**src/rtl/sram_ctrl_pkg.sv**
```systemverilog
package sram_ctrl_pkg;

    typedef enum logic [2:0] {
        ST_IDLE,
        ST_TURN,
        ST_WSET,
        ST_WPUL,
        ST_READ
    } seq_st_e;

endpackage

```
**src/rtl/sram_wait_ctr.sv**
```systemverilog
module sram_wait_ctr #(
    parameter int CNT_W = 2
) (
    input  logic             clk,
    input  logic             rst_n,
    input  logic             load,
    input  logic [CNT_W-1:0] load_val,
    output logic             done
);

    logic [CNT_W-1:0] cnt_d, cnt_q;

    always_comb begin
        cnt_d = cnt_q;
        if (load) begin
            cnt_d = load_val;
        end else if (cnt_q != '0) begin
            cnt_d = cnt_q - 1'b1;
        end
    end

    always_ff @(posedge clk or negedge rst_n) begin
        if (!rst_n) cnt_q <= '0;
        else        cnt_q <= cnt_d;
    end

    assign done = (cnt_q == '0);

endmodule

```
**src/rtl/sram_ctrl_fsm.sv**
```systemverilog
module sram_ctrl_fsm
    import sram_ctrl_pkg::*;
#(
    parameter int ADDR_W    = 15,
    parameter int DATA_W    = 8,
    parameter int T_WP      = 1,
    parameter int T_DS_HOLD = 1,
    parameter int T_RD      = 2,
    parameter int T_TURN    = 1,
    parameter int CNT_W     = 2
) (
    input  logic              clk,
    input  logic              rst_n,
    input  logic              req,
    input  logic              req_we,
    input  logic [ADDR_W-1:0] req_addr,
    input  logic [DATA_W-1:0] req_wdata,
    output logic              ready,
    output logic              rd_valid,
    output logic [DATA_W-1:0] rd_data,
    output logic              sram_ce_n,
    output logic              sram_oe_n,
    output logic              sram_we_n,
    output logic [ADDR_W-1:0] sram_addr,
    output logic [DATA_W-1:0] sram_dq_out,
    output logic              sram_dq_oe,
    input  logic [DATA_W-1:0] sram_dq_in,
    output logic              tmr_load,
    output logic [CNT_W-1:0]  tmr_val,
    input  logic              tmr_done
);

    localparam logic [CNT_W-1:0] LD_WP   = CNT_W'(T_WP - 1);
    localparam logic [CNT_W-1:0] LD_DS   = CNT_W'(T_DS_HOLD - 1);
    localparam logic [CNT_W-1:0] LD_RD   = CNT_W'(T_RD - 1);
    localparam logic [CNT_W-1:0] LD_TURN = CNT_W'(T_TURN - 1);

    typedef struct packed {
        seq_st_e             st;
        logic                last_rd;
        logic [ADDR_W-1:0]   addr;
        logic [DATA_W-1:0]   wdata;
        logic [DATA_W-1:0]   rdata;
        logic                rvalid;
        logic                ce_n;
        logic                oe_n;
        logic                we_n;
        logic                dq_oe;
    } seq_t;

    seq_t s_d, s_q;

    always_comb begin
        s_d        = s_q;
        s_d.rvalid = 1'b0;
        tmr_load   = 1'b0;
        tmr_val    = '0;

        unique case (s_q.st)
            ST_IDLE: begin
                if (req) begin
                    s_d.addr  = req_addr;
                    s_d.wdata = req_wdata;
                    tmr_load  = 1'b1;
                    if (!req_we) begin
                        s_d.st  = ST_READ;
                        tmr_val = LD_RD;
                    end else if (s_q.last_rd) begin
                        s_d.st  = ST_TURN;
                        tmr_val = LD_TURN;
                    end else begin
                        s_d.st  = ST_WSET;
                        tmr_val = LD_DS;
                    end
                end
            end
            ST_TURN: begin
                if (tmr_done) begin
                    s_d.st      = ST_WSET;
                    s_d.last_rd = 1'b0;
                    tmr_load    = 1'b1;
                    tmr_val     = LD_DS;
                end
            end
            ST_WSET: begin
                if (tmr_done) begin
                    s_d.st   = ST_WPUL;
                    tmr_load = 1'b1;
                    tmr_val  = LD_WP;
                end
            end
            ST_WPUL: begin
                if (tmr_done) begin
                    s_d.st      = ST_IDLE;
                    s_d.last_rd = 1'b0;
                end
            end
            ST_READ: begin
                if (tmr_done) begin
                    s_d.st      = ST_IDLE;
                    s_d.rdata   = sram_dq_in;
                    s_d.rvalid  = 1'b1;
                    s_d.last_rd = 1'b1;
                end
            end
            default: s_d.st = ST_IDLE;
        endcase

        // Strobes registered from the next state: no decode glitches at the pins.
        s_d.ce_n  = !(s_d.st inside {ST_WSET, ST_WPUL, ST_READ});
        s_d.oe_n  = (s_d.st != ST_READ);
        s_d.we_n  = (s_d.st != ST_WPUL);
        s_d.dq_oe = (s_d.st inside {ST_WSET, ST_WPUL});
    end

    always_ff @(posedge clk or negedge rst_n) begin
        if (!rst_n) begin
            s_q         <= '0;
            s_q.st      <= ST_IDLE;
            s_q.ce_n    <= 1'b1;
            s_q.oe_n    <= 1'b1;
            s_q.we_n    <= 1'b1;
        end else begin
            s_q <= s_d;
        end
    end

    assign ready       = (s_q.st == ST_IDLE);
    assign rd_valid    = s_q.rvalid;
    assign rd_data     = s_q.rdata;
    assign sram_ce_n   = s_q.ce_n;
    assign sram_oe_n   = s_q.oe_n;
    assign sram_we_n   = s_q.we_n;
    assign sram_addr   = s_q.addr;
    assign sram_dq_out = s_q.wdata;
    assign sram_dq_oe  = s_q.dq_oe;

endmodule

```
**src/rtl/sram_async_ctrl.sv**
```systemverilog
module sram_async_ctrl #(
    parameter int ADDR_W    = 15,
    parameter int DATA_W    = 8,
    parameter int T_WP      = 1,
    parameter int T_DS_HOLD = 1,
    parameter int T_RD      = 2,
    parameter int T_TURN    = 1
) (
    input  logic              clk,
    input  logic              rst_n,
    input  logic              req,
    input  logic              req_we,
    input  logic [ADDR_W-1:0] req_addr,
    input  logic [DATA_W-1:0] req_wdata,
    output logic              ready,
    output logic              rd_valid,
    output logic [DATA_W-1:0] rd_data,
    output logic              sram_ce_n,
    output logic              sram_oe_n,
    output logic              sram_we_n,
    output logic [ADDR_W-1:0] sram_addr,
    output logic [DATA_W-1:0] sram_dq_out,
    output logic              sram_dq_oe,
    input  logic [DATA_W-1:0] sram_dq_in
);

    localparam int T_MAX_A = (T_WP > T_DS_HOLD) ? T_WP : T_DS_HOLD;
    localparam int T_MAX_B = (T_RD > T_TURN) ? T_RD : T_TURN;
    localparam int T_MAX   = (T_MAX_A > T_MAX_B) ? T_MAX_A : T_MAX_B;
    localparam int CNT_W   = (T_MAX > 1) ? $clog2(T_MAX) : 1;

    logic             tmr_load;
    logic [CNT_W-1:0] tmr_val;
    logic             tmr_done;

    sram_wait_ctr #(.CNT_W(CNT_W)) u_ctr (
        .clk      (clk),
        .rst_n    (rst_n),
        .load     (tmr_load),
        .load_val (tmr_val),
        .done     (tmr_done)
    );

    sram_ctrl_fsm #(
        .ADDR_W    (ADDR_W),
        .DATA_W    (DATA_W),
        .T_WP      (T_WP),
        .T_DS_HOLD (T_DS_HOLD),
        .T_RD      (T_RD),
        .T_TURN    (T_TURN),
        .CNT_W     (CNT_W)
    ) u_fsm (
        .clk         (clk),
        .rst_n       (rst_n),
        .req         (req),
        .req_we      (req_we),
        .req_addr    (req_addr),
        .req_wdata   (req_wdata),
        .ready       (ready),
        .rd_valid    (rd_valid),
        .rd_data     (rd_data),
        .sram_ce_n   (sram_ce_n),
        .sram_oe_n   (sram_oe_n),
        .sram_we_n   (sram_we_n),
        .sram_addr   (sram_addr),
        .sram_dq_out (sram_dq_out),
        .sram_dq_oe  (sram_dq_oe),
        .sram_dq_in  (sram_dq_in),
        .tmr_load    (tmr_load),
        .tmr_val     (tmr_val),
        .tmr_done    (tmr_done)
    );

endmodule

```
**config.mk**
```make
export PLATFORM = sky130hd
export DESIGN_NAME = sram_async_ctrl
export DESIGN_NICKNAME = d
export VERILOG_FILES = /design/src/rtl/sram_ctrl_pkg.sv /design/src/rtl/sram_wait_ctr.sv /design/src/rtl/sram_ctrl_fsm.sv /design/src/rtl/sram_async_ctrl.sv
export SDC_FILE = /design/constraint.sdc
export NUM_CORES = 1
export LEC_CHECK = 0
export ABC_AREA = 0
export ABC_CLOCK_PERIOD_IN_PS = 3500
export BUFFER_PORTS_ARGS = -buffer_cell sky130_fd_sc_hd__buf_2
export CAP_MARGIN = 5
export CORE_MARGIN = 4
export CORE_UTILIZATION = 51
export DETAILED_ROUTE_END_ITERATION = 8
export PLACE_DENSITY = 0.83
export SYNTH_ARGS = -nofsm -noshare
export SYNTH_HDL_FRONTEND = slang
export SYNTH_SLANG_ARGS = --single-unit
```
**constraint.sdc**
```tcl
create_clock -name clk -period 3.5 [get_ports clk]
set_clock_uncertainty 0.15 [all_clocks]
set_input_delay 0 -clock clk [delete_from_list [all_inputs] [get_ports clk]]
set_output_delay 0 -clock clk [all_outputs]
set_load 0.005 [all_outputs]
```
==> After elaboration in Yosys (flattened, before gate mapping) <==
Index checks and enable logic that the tools add are counted.
{ "word_totals": {"ff_bits": 41, "input_bits": 35, "word_cells": 53} }
{ "op_classes": {"add_sub_neg": 1, "n_eq_ne": 12, "mux": 19, "bitwise": 1, "reduce_logical": 9} }
{ "op_table": {"columns": ["op", "count"], "rows": [
  ["case mux 3 bit (5 select lines)", 1],
  ["equality test 3 x 2 -> 1 bit, second input constant", 4],
  ["two-way mux 4 bit", 3],
  ["two-way mux 1 bit", 9],
  ["two-way mux 3 bit", 3],
  ["equality test 3 bit, second input constant", 2],
  ["!= test 2 bit, second input constant", 3],
  ["nonzero test 3 bit", 2],
  ["AND reduction 2 bit", 2],
  ["AND reduction 4 bit", 1],
  ["equality test 3 x 1 -> 1 bit, second input constant", 1],
  ["zero test 3 bit", 1],
  ["!= test 3 x 2 -> 1 bit, second input constant", 1],
  ["!= test 3 bit, second input constant", 1],
  ["case mux 1 bit (3 select lines)", 1],
  ["two-way mux 2 bit", 1],
  ["case mux 1 bit (2 select lines)", 1],
  ["nonzero test 2 bit", 1],
  ["OR reduction 2 bit", 1],
  ["zero test 1 bit", 1],
  ["NOT 1 bit", 1],
  ["subtractor 1 bit, second input constant", 1]
]} }

==> Longest topological paths before layout <==
{ "depth": {"ltp_word": 7, "ltp_mapped": 6} }

==> Hierarchy <==
From an unflattened synthesis, not the netlist that was laid out.
{ "unflattened": {"hier_cells": 140, "hier_area_um2": 1870.5} }
{ "by_module_without_submodules": {"columns": ["module", "n_inst", "cells_per_inst", "area_each_um2", "seq_area_each_um2"], "rows": [
  ["sram_ctrl_fsm", 1, 137, 1835.5, 1004.7],
  ["sram_wait_ctr", 1, 3, 35.0, 25.0]
]} }

==> Worst setup path after synthesis <==
OpenSTA, ideal clock, no wires.
{ "synth_path": {"path_type": "register -> register", "start": "register u_fsm.s_q[38] in the netlist's numbering", "end": "register u_fsm.s_q, in the netlist u_fsm.sram_addr[10]", "setup_ps": 125, "arrival_ps": 1430, "required_time_ps": 3225, "slack_ps": 1796, "stages_incl_launch_ff": 6, "period_less_slack_ps": 1704, "cell_sequence": "dfrtp_1 -> buf_2 -> nor4b_2 -> buf_4 -> buf_4 -> mux2_2"} }
{ "synth_via": {"elab_chain_len": 2} }
{ "synth_lines": {"columns": ["item", "line", "text"], "rows": [
  ["start: declaration", "sram_ctrl_fsm.sv:51", "seq_t s_d, s_q;"],
  ["zero test 3 bit", "sram_ctrl_fsm.sv:59", "unique case (s_q.st)"],
  ["AND reduction 2 bit (no line)", null, null]
]} }
No other way between the ends.
A chain may end at the register's enable or synchronous reset.

==> Worst setup path after layout <==
{ "layout_path": {"start": "register u_fsm.s_q[37] in the netlist's numbering", "end": "register u_fsm.s_q, in the netlist u_fsm.sram_addr[12]"} }
Same word-level chain as after synthesis.

==> results.md <==
- Outcome: complete, no violations
- Critical path startpoint category: flip-flop
- Worst hold-check path type: in2async
- Distinct cell type count after synthesis: 25
- Area share of fa/ha/maj cells after synthesis: 0
- Detailed placement HPWL: 2410 um
- Number of vias after detailed routing: 1236
- Antenna violations before repair: 0
- Max transition margin: 0.413
- Clock tree from TritonCTS: built
- Clk slew on worst S/H paths: 0.11 ns
- Critical Path Slowest Stage Cell: sky130_fd_sc_hd__nor4b_4
- Number of register bits inferred by synthesis: 41
- Number of buffers created by CTS: 5
- RSZ-0062 raised after global routing: false
- Drt total wl: 3750 um
- Top Ports: 72
- Vertical extent of the die: 68.0 um
- PD cells: 757 nW/um2
- Setup TNS Final: 0 ns
- Starting density of the core: 0.537
- Series of cell instances along the critical path: nor4b_4 -> buf_4 -> mux2_2
- Average detailed-routed wire length per instance: 14.5 um
- Worst Tran Pin Value: 0.880 ns
- Leading cell types by total area after synthesis: sky130_fd_sc_hd__dfrtp_1, sky130_fd_sc_hd__mux2_2, sky130_fd_sc_hd__buf_4, sky130_fd_sc_hd__dfstp_2, sky130_fd_sc_hd__nor4_4
- Post-CTS Hold Buffers: 35
- Post-layout net count: 246
- Core Area: 3420 um2
- Area overhead of the layout relative to synthesis: 32.1%
- Data required time of the worst path: 3.58 ns
- Total GRT Usage: 0.181
- Most frequent standard cell in the layout excluding fill and tap cells: sky130_fd_sc_hd__buf_2
- Placement Rows: 21
- Arrival time of data at the critical path endpoint: 2.37 ns
- Yosys Warn Count: 0
- Main combinational cell family by area after synthesis: multiplexers
- Number of DRC markers after the initial detailed-route iteration: 28
- Worst R2R Setup Slack: 1.21 ns
- Clock root buffer: sky130_fd_sc_hd__clkbuf_4
- Achievable frequency: 437 MHz
- Post-synth top area share: 0.518
- Latest clock arrival within the worst-skew pair: 0.34 ns
- Final setup violation count: 0
- Cell accounting for the most synthesized area: sky130_fd_sc_hd__dfrtp_1
- Die Wd: 68.0 um
- Input/output buffers: 71
- Filler cell count: 240
- Setup slack after layout: 1.21 ns
- Via count of the first global-routing pass: 1314
- Final antenna diode count: 0
- Parity-gate share of the synthesized area counting xor and xnor cells: 0.00477
- Largest fanout on the critical path: 15
- Global-route wire length before repair: 6060 um
- Compound-cell area share of the yosys netlist: 0.0293
- Number of buffers inserted by post-CTS setup repair: 0
- Peak supply drop: 0.000472 V
- Post-layout minimum cycle time: 2.29 ns
- Sum of overflow across all layers after global routing: 0
- Most used cells in the layout excluding fill and tap cells: sky130_fd_sc_hd__buf_2, sky130_fd_sc_hd__dfrtp_1, sky130_fd_sc_hd__dlygate4sd3_1
- Multi-input logic area: 529 um2
- # clock sinks: 41
- Standby leakage power: 0.00114 uW
- Number of buffers on the longest clock path: 2
- Crit end category: flip-flop
- Hold Fails Final Rpt: 0
- Number of iterations in the first detailed-routing pass: 3
- Synthesized instance count: 134
- Via count normalized by instance count: 4.79
- Post-CTS resize count: 0
- Max-capacitance violation count: 0
- Sequential element share of the synthesized area: 0.561
- Worst slack at placement: 1.19 ns
- Register Area: 1030 um2
- Syn Nets: 169
- Fraction of layout cells with a size suffix above 1: 0.552
- Simple-gate area share of the yosys netlist: 0.0593
- Crit Path Class: reg2reg
- Multiplexer area fraction after synthesis: 0.190
- Post-Syn Area per Cell: 13.7 um2
- Die area: 4620 um2
- Mapped Area: 1830 um2
- Drc violations: 0
- Placer Congestion: 0.657
- # H-tree levels: 2
- Bufs and invs on worst path: 1
- Part of the cycle the worst path needs: 0.654
- Final max-slew violation count: 0
- Pin count of the biggest net entering global routing: 42
- Number of nets with antenna violations after detailed routing: 0
- Critical path's largest stage delay: 0.80 ns
- Delay-heaviest family, CP: simple AND/OR/NAND/NOR gates
## worst reg2reg max path, stage by stage (launching register included)
cell	delay, ns
sky130_fd_sc_hd__dfrtp_1	0.52
sky130_fd_sc_hd__nor4b_4	0.80
sky130_fd_sc_hd__buf_4	0.35
sky130_fd_sc_hd__mux2_2	0.36
## sequential cells by signal (all words and copies together), names as in the netlist
register / cells
u_fsm.sram_addr: 15
u_fsm.rd_data: 8
u_fsm.sram_dq_out: 8
u_fsm.s_q: 4
u_ctr.cnt_q: 1
u_fsm.rd_valid: 1
u_fsm.sram_ce_n: 1
u_fsm.sram_dq_oe: 1
u_fsm.sram_oe_n: 1
u_fsm.sram_we_n: 1
## where the power goes
| group | leakage (uW) | switching, uW | internal [uW] | total (uW) |
|---|---|---|---|---|
| registers | 0.000491 | 141 | 702 | 844 |
| logic | 0.000605 | 261 | 414 | 675 |
| clock network | 0.0000455 | 143 | 171 | 314 |
| total | 0.00114 | 546 | 1290 | 1830 |
## per-stage QoR
step	hold slack, ns	instance area, um2	util	power, uW	cells
final	0.156	2420	0.709	1830	258
after global routing	0.223	2420	0.709	1970	258
after CTS	0.173	2420	0.709	1850	258
after detailed placement	0.0166	1990	0.582	1500	215
after global placement	-0.0134	1990	0.582	1460	215
after floorplan	-0.446	1830	-	1450	134
## layout make-up
class	count	area share
clock buffers	7	0.0227
clock inverters	1	0.0124
well taps	46	0.0238
inverters	2	0.00310
repair buffers	107	0.294
multi-input cells	54	0.218
flip-flops and latches	41	0.425
## path summary, 6_finish.rpt
check,start,endpoint,cells past startpoint
worst max-delay path,u_fsm.s_q[37],u_fsm.sram_addr[12],3
worst min-delay path,rst_n,u_fsm.sram_addr[9],2
worst max register to register,u_fsm.s_q[37],u_fsm.sram_addr[12],3
worst min register to register,u_fsm.sram_dq_out[6],u_fsm.sram_dq_out[6],1
max in group asynchronous,rst_n,u_fsm.s_q[38],2
min in group clk,req_addr[1],u_fsm.sram_addr[1],3
## kinds of logic after synthesis
logic type,count (synthesis)
flops,41
mux,31
buf+inv,39
simple gates,14
compound gates,8
xor+xnor,1
## metal layers
metal	track usage	part of all wire	vias up	routed length, um
li1	-	-	582	-
met5	0	0	-	0
met3	0.0525	0.064	11	241
met1	0.186	0.36	595	1360
met2	0.338	0.54	48	2030
met4	0.0744	0.030	0	112
## Yosys cell counts
master,number
sky130_fd_sc_hd__a211oi_1,1
sky130_fd_sc_hd__a21oi_1,1
sky130_fd_sc_hd__a221oi_1,1
sky130_fd_sc_hd__a22o_1,2
sky130_fd_sc_hd__buf_2,2
sky130_fd_sc_hd__buf_4,34
sky130_fd_sc_hd__buf_6,1
sky130_fd_sc_hd__dfrtp_1,38
sky130_fd_sc_hd__dfstp_2,3
sky130_fd_sc_hd__inv_1,1
sky130_fd_sc_hd__inv_2,1
sky130_fd_sc_hd__mux2_2,31
sky130_fd_sc_hd__nand2_1,1
sky130_fd_sc_hd__nand2b_1,2
sky130_fd_sc_hd__nand3_1,1
sky130_fd_sc_hd__nand4_1,1
sky130_fd_sc_hd__nor2_1,1
sky130_fd_sc_hd__nor2b_1,2
sky130_fd_sc_hd__nor3_1,1
sky130_fd_sc_hd__nor3b_1,2
sky130_fd_sc_hd__nor4_4,1
sky130_fd_sc_hd__nor4b_2,1
sky130_fd_sc_hd__o21ai_0,3
sky130_fd_sc_hd__or3b_2,1
sky130_fd_sc_hd__xnor2_1,1
(Power assumes the default switching activity.)
